`config.mk`:
```
export PLATFORM = sky130hd
export DESIGN_NAME = jabber_guard
export DESIGN_NICKNAME = d
export VERILOG_FILES = /design/src/rtl/jabber_guard_pkg.sv /design/src/rtl/jabber_counters.sv /design/src/rtl/jabber_ctrl.sv /design/src/rtl/jabber_guard.sv
export SDC_FILE = /design/constraint.sdc
export NUM_CORES = 1
export LEC_CHECK = 0
export CORE_MARGIN = 3
export CORE_UTILIZATION = 49
export CTS_CLUSTER_DIAMETER = 80
export DETAILED_ROUTE_END_ITERATION = 10
export DONT_BUFFER_PORTS = 1
export GPL_TIMING_DRIVEN = 0
export PLACE_DENSITY = 0.66
export SYNTH_ARGS = -nofsm -noshare
export SYNTH_HDL_FRONTEND = slang
export SYNTH_SLANG_ARGS = --single-unit
```
`constraint.sdc`:
```
create_clock -name clk -period 4.8 [get_ports clk]
set_clock_uncertainty 0.2 [all_clocks]
set_input_delay 0.48 -clock clk [delete_from_list [all_inputs] [get_ports clk]]
set_output_delay 0.48 -clock clk [all_outputs]
set_load 0.05 [all_outputs]
```
`src/rtl/jabber_guard_pkg.sv`:
```
package jabber_guard_pkg;

  typedef enum logic {
    GUARD_OPEN = 1'b0,
    GUARD_HELD = 1'b1
  } guardState_e;

  // Strobes sent from the control to the counter datapath
  typedef struct packed {
    logic tripInc;
    logic tripClr;
    logic relInc;
    logic relClr;
  } cntCtl_t;

endpackage

```
`src/rtl/jabber_counters.sv`:
```
module jabber_counters
  import jabber_guard_pkg::*;
#(
  parameter int unsigned TRIP_CYCLES    = 850_000,
  parameter int unsigned RELEASE_CYCLES = 5_000_000
) (
  input  logic    clk,
  input  logic    rstN,
  input  cntCtl_t ctl,
  output logic    tripDone,
  output logic    relDone
);

  localparam int unsigned TripW = $clog2(TRIP_CYCLES + 1);
  localparam int unsigned RelW  = $clog2(RELEASE_CYCLES + 1);
  localparam logic [TripW-1:0] TripLast = TripW'(TRIP_CYCLES - 1);
  localparam logic [RelW-1:0]  RelLast  = RelW'(RELEASE_CYCLES - 1);

  logic [TripW-1:0] tripCnt;
  logic [RelW-1:0]  relCnt;

  // Counts consecutive high samples of the transmit enable
  always_ff @(posedge clk or negedge rstN) begin
    if (!rstN) begin
      tripCnt <= '0;
    end else if (ctl.tripClr) begin
      tripCnt <= '0;
    end else if (ctl.tripInc) begin
      tripCnt <= tripCnt + 1'b1;
    end
  end

  // Counts consecutive low samples while the transmitter is held off
  always_ff @(posedge clk or negedge rstN) begin
    if (!rstN) begin
      relCnt <= '0;
    end else if (ctl.relClr) begin
      relCnt <= '0;
    end else if (ctl.relInc) begin
      relCnt <= relCnt + 1'b1;
    end
  end

  assign tripDone = (tripCnt == TripLast);
  assign relDone  = (relCnt == RelLast);

  // The trip count stays below its limit
  p_trip_bound_r2: assert property (@(posedge clk) disable iff (!rstN)
    tripCnt <= TripLast);

  // The release count stays below its limit
  p_rel_bound_r4: assert property (@(posedge clk) disable iff (!rstN)
    relCnt <= RelLast);

  // A clear strobe empties the release count
  p_rel_restart_r5: assert property (@(posedge clk) disable iff (!rstN)
    ctl.relClr |=> relCnt == '0);

  // A clear strobe empties the trip count
  p_trip_restart_r6: assert property (@(posedge clk) disable iff (!rstN)
    ctl.tripClr |=> tripCnt == '0);

endmodule

```
`src/rtl/jabber_ctrl.sv`:
```
module jabber_ctrl
  import jabber_guard_pkg::*;
(
  input  logic    clk,
  input  logic    rstN,
  input  logic    mode10,
  input  logic    txEnIn,
  input  logic    tripDone,
  input  logic    relDone,
  output cntCtl_t ctl,
  output logic    txEnOut,
  output logic    jabberFlag
);

  guardState_e state, stateNext;

  always_comb begin
    stateNext = state;
    ctl       = '0;
    if (!mode10) begin
      stateNext   = GUARD_OPEN;
      ctl.tripClr = 1'b1;
      ctl.relClr  = 1'b1;
    end else begin
      unique case (state)
        GUARD_OPEN: begin
          if (txEnIn) begin
            if (tripDone) begin
              stateNext   = GUARD_HELD;
              ctl.tripClr = 1'b1;
              ctl.relClr  = 1'b1;
            end else begin
              ctl.tripInc = 1'b1;
            end
          end else begin
            ctl.tripClr = 1'b1;
          end
        end
        GUARD_HELD: begin
          if (txEnIn) begin
            ctl.relClr = 1'b1;
          end else if (relDone) begin
            stateNext   = GUARD_OPEN;
            ctl.relClr  = 1'b1;
            ctl.tripClr = 1'b1;
          end else begin
            ctl.relInc = 1'b1;
          end
        end
        default: stateNext = GUARD_OPEN;
      endcase
    end
  end

  always_ff @(posedge clk or negedge rstN) begin
    if (!rstN) begin
      state <= GUARD_OPEN;
    end else begin
      state <= stateNext;
    end
  end

  logic held;
  assign held       = mode10 && (state == GUARD_HELD);
  assign txEnOut    = txEnIn && !held;
  assign jabberFlag = held;

  // A trip only happens on a cycle in which the enable was sampled high
  p_trip_needs_en_r2: assert property (@(posedge clk) disable iff (!rstN)
    $rose(state == GUARD_HELD) |-> $past(txEnIn) && $past(mode10));

  // A held transmitter with the enable still high stays held
  p_hold_while_en_r3: assert property (@(posedge clk) disable iff (!rstN)
    (state == GUARD_HELD && mode10 && txEnIn) |=> state == GUARD_HELD);

  // A release in 10 Mb/s mode follows a low sample of the enable
  p_release_low_r4: assert property (@(posedge clk) disable iff (!rstN)
    ($fell(state == GUARD_HELD) && $past(mode10)) |-> !$past(txEnIn));

  // Leaving 10 Mb/s mode ends any held condition
  p_mode_clear_r8: assert property (@(posedge clk) disable iff (!rstN)
    !mode10 |=> state == GUARD_OPEN);

endmodule

```
`src/rtl/jabber_guard.sv`:
```
module jabber_guard
  import jabber_guard_pkg::*;
#(
  parameter int unsigned TRIP_CYCLES    = 850_000,
  parameter int unsigned RELEASE_CYCLES = 5_000_000
) (
  input  logic clk,
  input  logic rstN,
  input  logic mode10,
  input  logic txEnIn,
  output logic txEnOut,
  output logic jabberFlag
);

  cntCtl_t ctl;
  logic    tripDone;
  logic    relDone;

  jabber_ctrl ctrl_i (
    .clk        (clk),
    .rstN       (rstN),
    .mode10     (mode10),
    .txEnIn     (txEnIn),
    .tripDone   (tripDone),
    .relDone    (relDone),
    .ctl        (ctl),
    .txEnOut    (txEnOut),
    .jabberFlag (jabberFlag)
  );

  jabber_counters #(
    .TRIP_CYCLES    (TRIP_CYCLES),
    .RELEASE_CYCLES (RELEASE_CYCLES)
  ) counters_i (
    .clk      (clk),
    .rstN     (rstN),
    .ctl      (ctl),
    .tripDone (tripDone),
    .relDone  (relDone)
  );

  // The flag and the gated enable are never both high
  p_flag_gates_r7: assert property (@(posedge clk) disable iff (!rstN)
    !(jabberFlag && txEnOut));

endmodule

```
==> flow_results.xml <==
<?xml version="1.0" encoding="UTF-8"?>
<metrics>
  <group name="status">
    <metric name="outcome" unit="">completed</metric>
  </group>
  <group name="pwr">
    <metric name="net-switching-power" unit="µW">142.0</metric>
    <metric name="power_density" unit="nW/µm²">241.4</metric>
    <metric name="p_sw_frac" unit="">0.2106</metric>
    <metric name="cell_internal_pwr" unit="µW">532.2</metric>
    <metric name="seqPwrFrac" unit="">0.552</metric>
    <metric name="pwr-share-clk" unit="">0.413</metric>
    <metric name="pwr-share-comb" unit="">0.035</metric>
    <metric name="leakage_power" unit="nW">1.021</metric>
    <metric name="power.ir.vdd_worst" unit="V">0.0001678</metric>
  </group>
  <group name="route">
    <metric name="vias" unit="">2060</metric>
    <metric name="detailedRoute.firstPassIterationCount" unit="">4</metric>
    <metric name="wl" unit="µm">5411</metric>
    <metric name="drt-initial-drc-count" unit="">105</metric>
    <metric name="postRouteAntennaNets" unit="">0</metric>
    <metric name="wl_per_cell" unit="µm">15.37</metric>
    <metric name="route.detailed.drc" unit="">0</metric>
    <metric name="vias_per_cell" unit="">5.852</metric>
  </group>
  <group name="cts">
    <metric name="post-cts-setup-buffer-count" unit="">0</metric>
    <metric name="htree_num_levels" unit="">2</metric>
    <metric name="cts_tree" unit="">done</metric>
    <metric name="cts_inserted_buffers" unit="">5</metric>
    <metric name="clock_sinks" unit="">44</metric>
    <metric name="clockBufferDepth" unit="">2</metric>
    <metric name="clock_insertion_delay_worst_skew" unit="ps">290</metric>
    <metric name="cts_root_buffer" unit="">clkbuf_8</metric>
    <metric name="worst_setup_hold_path_clk_slew" unit="ps">80</metric>
  </group>
  <group name="placement">
    <metric name="place_hpwl" unit="µm">3722</metric>
    <metric name="gp_congestion" unit="">0.8015</metric>
    <metric name="placement.cell_area" unit="µm²">2648</metric>
    <metric name="port_buffers" unit="">0</metric>
    <metric name="preCtsSetupSlack" unit="ps">2355</metric>
  </group>
  <group name="min_path">
    <metric name="whs_path_depth" unit="">1</metric>
    <metric name="hp_class" unit="">input port to register</metric>
  </group>
  <group name="critical_path">
    <metric name="worst-endpoint-required" unit="ps">4780</metric>
    <metric name="critical_setup_path_class" unit="">register to register</metric>
    <metric name="r2r.worst_path.cells" unit="">8</metric>
    <metric name="cp.arrival" unit="ps">2410</metric>
    <metric name="critical_path.endpoint_type" unit="">register</metric>
    <metric name="critical_path.startpoint_type" unit="">register</metric>
    <metric name="critPathMaxFanout" unit="">10</metric>
  </group>
  <group name="synthesis">
    <metric name="yosys_warnings" unit="">0</metric>
    <metric name="syn-instance-count" unit="">275</metric>
    <metric name="main_combinational_cell_family_by_area_after_synthesis" unit="">simple AND/OR/NAND/NOR gates</metric>
    <metric name="yosys-top-cells-area" unit="">dfrtp_1 (43%), xnor2_1 (4.8%), nor2_1 (4.4%), a21oi_1 (4.1%), nand3_1 (3.3%)</metric>
    <metric name="netlist.top_cell.by_area" unit="">dfrtp_1</metric>
    <metric name="synthArstFlopShare" unit="">1.000</metric>
    <metric name="seq_cells_post_synth" unit="">44</metric>
    <metric name="synth-xor-area-share" unit="">0.06149</metric>
    <metric name="yosys.area_share.simple" unit="">0.2918</metric>
    <metric name="post_synth_fa_ha_maj_area_fraction" unit="">0.009761</metric>
    <metric name="syn-num-nets" unit="">281</metric>
    <metric name="postSynth.topFlopCell" unit="">dfrtp_1</metric>
    <metric name="synth_edf_count" unit="">0</metric>
    <metric name="share_of_the_synthesized_area_in_compound_gates_ao_oa_aoi_oai" unit="">0.1635</metric>
    <metric name="synth.distinct_cells" unit="">53</metric>
    <metric name="synth_sequential_area_ratio" unit="">0.4295</metric>
    <metric name="muxShareOfSynthArea" unit="">0.003904</metric>
    <metric name="post_synth_instance_area" unit="µm²">2564</metric>
    <metric name="synth_largest_type_area_fraction" unit="">0.4295</metric>
    <metric name="syn_area_per_cell" unit="µm²">9.323</metric>
  </group>
  <group name="layout">
    <metric name="layout-drive-gt1-share" unit="">0.09825</metric>
    <metric name="insertedDiodeCount" unit="">0</metric>
    <metric name="multi_input_combinational_cell_area" unit="µm²">1360</metric>
    <metric name="seq_area" unit="µm²">1101</metric>
    <metric name="flow.area_growth_from_synthesis" unit="%">8.931</metric>
    <metric name="nFillCells" unit="">442</metric>
    <metric name="finish.instance_area" unit="µm²">2793</metric>
    <metric name="fin_nets" unit="">290</metric>
  </group>
  <group name="sta">
    <metric name="finalSetupViolCount" unit="">0</metric>
    <metric name="post-route-worst-setup-slack" unit="ps">2369</metric>
    <metric name="timing_worst_slew_pin_value" unit="ps">497.2</metric>
    <metric name="fmaxAchievable" unit="MHz">411.3</metric>
    <metric name="drv_slew" unit="">0</metric>
    <metric name="finalSetupTns" unit="ps">0</metric>
    <metric name="slew-limit-headroom" unit="">0.6708</metric>
    <metric name="timing_hold_violations_final" unit="">0</metric>
    <metric name="min_period_over_period" unit="">0.5066</metric>
    <metric name="final.min_clock_period" unit="ps">2431</metric>
    <metric name="setup_repair_after_global_routing_missed_its_margin" unit="">no</metric>
  </group>
  <group name="global_routing">
    <metric name="overall_routing_resource_usage" unit="">0.1921</metric>
    <metric name="first_global_vias" unit="">1925</metric>
    <metric name="global_route_wire_length_before_repair" unit="µm">9287</metric>
    <metric name="antenna_found_initial" unit="">0</metric>
    <metric name="globalRouteOverflowTotal" unit="">0</metric>
    <metric name="grt_max_degree" unit="">45</metric>
  </group>
  <group name="floorplanning">
    <metric name="floorplan.die.width" unit="µm">78.33</metric>
    <metric name="io_pins" unit="">6</metric>
    <metric name="design.die.area" unit="µm²">6136</metric>
    <metric name="initial_core_util" unit="">0.5254</metric>
    <metric name="coreArea" unit="µm²">4880</metric>
    <metric name="chip_height" unit="µm">78.33</metric>
    <metric name="core.rowCount" unit="">25</metric>
  </group>
  <group name="job">
    <metric name="cap_viol_max_count" unit="">0</metric>
  </group>
</metrics>
sequential cells by signal (all words and copies together) (netlist names):
register            cells
counters_i.relCnt      23
counters_i.tripCnt     20
ctrl_i.state            1
worst paths after layout:
path	slack [ps]	startpoint	to
min	130	mode10	counters_i.tripCnt[0]
min in group asynchronous	480	rstN	counters_i.tripCnt[4]
min reg2reg	360	counters_i.relCnt[22]	counters_i.relCnt[22]
max reg2reg	2370	counters_i.relCnt[0]	counters_i.relCnt[3]
max in group asynchronous	3720	rstN	counters_i.relCnt[11]
max	2370	counters_i.relCnt[0]	counters_i.relCnt[3]
cell usage after synthesis (2+ instances only):
master    count
dfrtp_1      44
nor2_1       30
a21oi_1      21
nand2_1      17
nand3_1      17
xnor2_1      14
o21ai_0      13
or3_1        12
or4_1         9
inv_1         7
nand4_1       7
o31ai_1       7
and4_1        5
clkbuf_1      5
buf_2         4
xor2_1        4
a21boi_0      3
and3_1        3
nor2b_1       3
nor4_1        3
o31a_1        3
a211oi_1      2
a31oi_1       2
and2_1        2
and4b_1       2
buf_4         2
buf_6         2
ha_1          2
nand3b_1      2
nor3_1        2
nor4b_1       2
nor4b_2       2
o21ba_2       2
power groups by stage:
stage               Clock (mW)  Sequential [mW]  Combinational, mW
detailed placement           0            0.379             0.0136
global placement             0            0.379             0.0137
floorplan                    0            0.379             0.0106
finish                   0.278            0.372             0.0239
CTS                      0.288            0.372             0.0246
global route             0.302            0.372             0.0272
critical path: stages (launching register included):
cell and delay, ps:
dfrtp_1 430, ha_1 220, and4bb_2 240, and4_1 180, buf_4 170, a21oi_1 80, o21ai_1 410, buf_2 310
nor2_1 80
cell type report:
class                      count  share of cell area
multi-input combinational    211              0.4870
sequential                    44              0.3943
tap                           67             0.03002
buffer                        13             0.02733
clock buffer                   6             0.02599
timing repair buffer           2             0.01344
clock inverter                 2             0.01254
inverter                       7            0.009409
cells in the final DEF (no fill, tap or decap), types with 5 or more instances in the layout:
cell,count
dfrtp_1,44
nor2_1,30
a21oi_1,21
nand2_1,17
nand3_1,17
xnor2_1,14
o21ai_0,13
or3_1,12
or4_1,9
inv_1,7
nand4_1,7
o31ai_1,7
clkbuf_1,6
and4_1,5
clkbuf_8,5
what timing repair did:
item | in CTS | in global routing
resized for setup | 0 | 0
endpoints found under the setup margin | 0 | 0
hold buffers | 2 | 0
endpoints found under the hold margin | 44 | 0
cell families after synthesis:
logic type               after synthesis
AND/OR/NAND/NOR                      128
AO/OA/AOI/OAI                         62
flip-flops                            44
buffers and inverters                 20
XOR/XNOR                              18
adder cells (fa/ha/maj)                2
multiplexers                           1
layer usage:
metal | share of wire | vias to the layer above | GRT usage
met1 | 0.54 | 971 | 0.2956
met2 | 0.40 | 46 | 0.2688
li1 | - | 1035 | -
met4 | 0.011 | 0 | 0.05245
met3 | 0.048 | 8 | 0.04472
met5 | 0 | - | 0
stage by stage:
step	power, mW	instances	util	hold WS, ps
finish	0.6741	352	0.5723	129.2
global route	0.7014	352	0.5723	109.8
CTS	0.6841	352	0.5723	118.6
detailed placement	0.3930	342	0.5426	-13.53
global placement	0.3930	342	0.5426	-13.91
floorplan	0.3898	275	-	-15.59
Note: power is estimated with default switching activity, not from simulation.
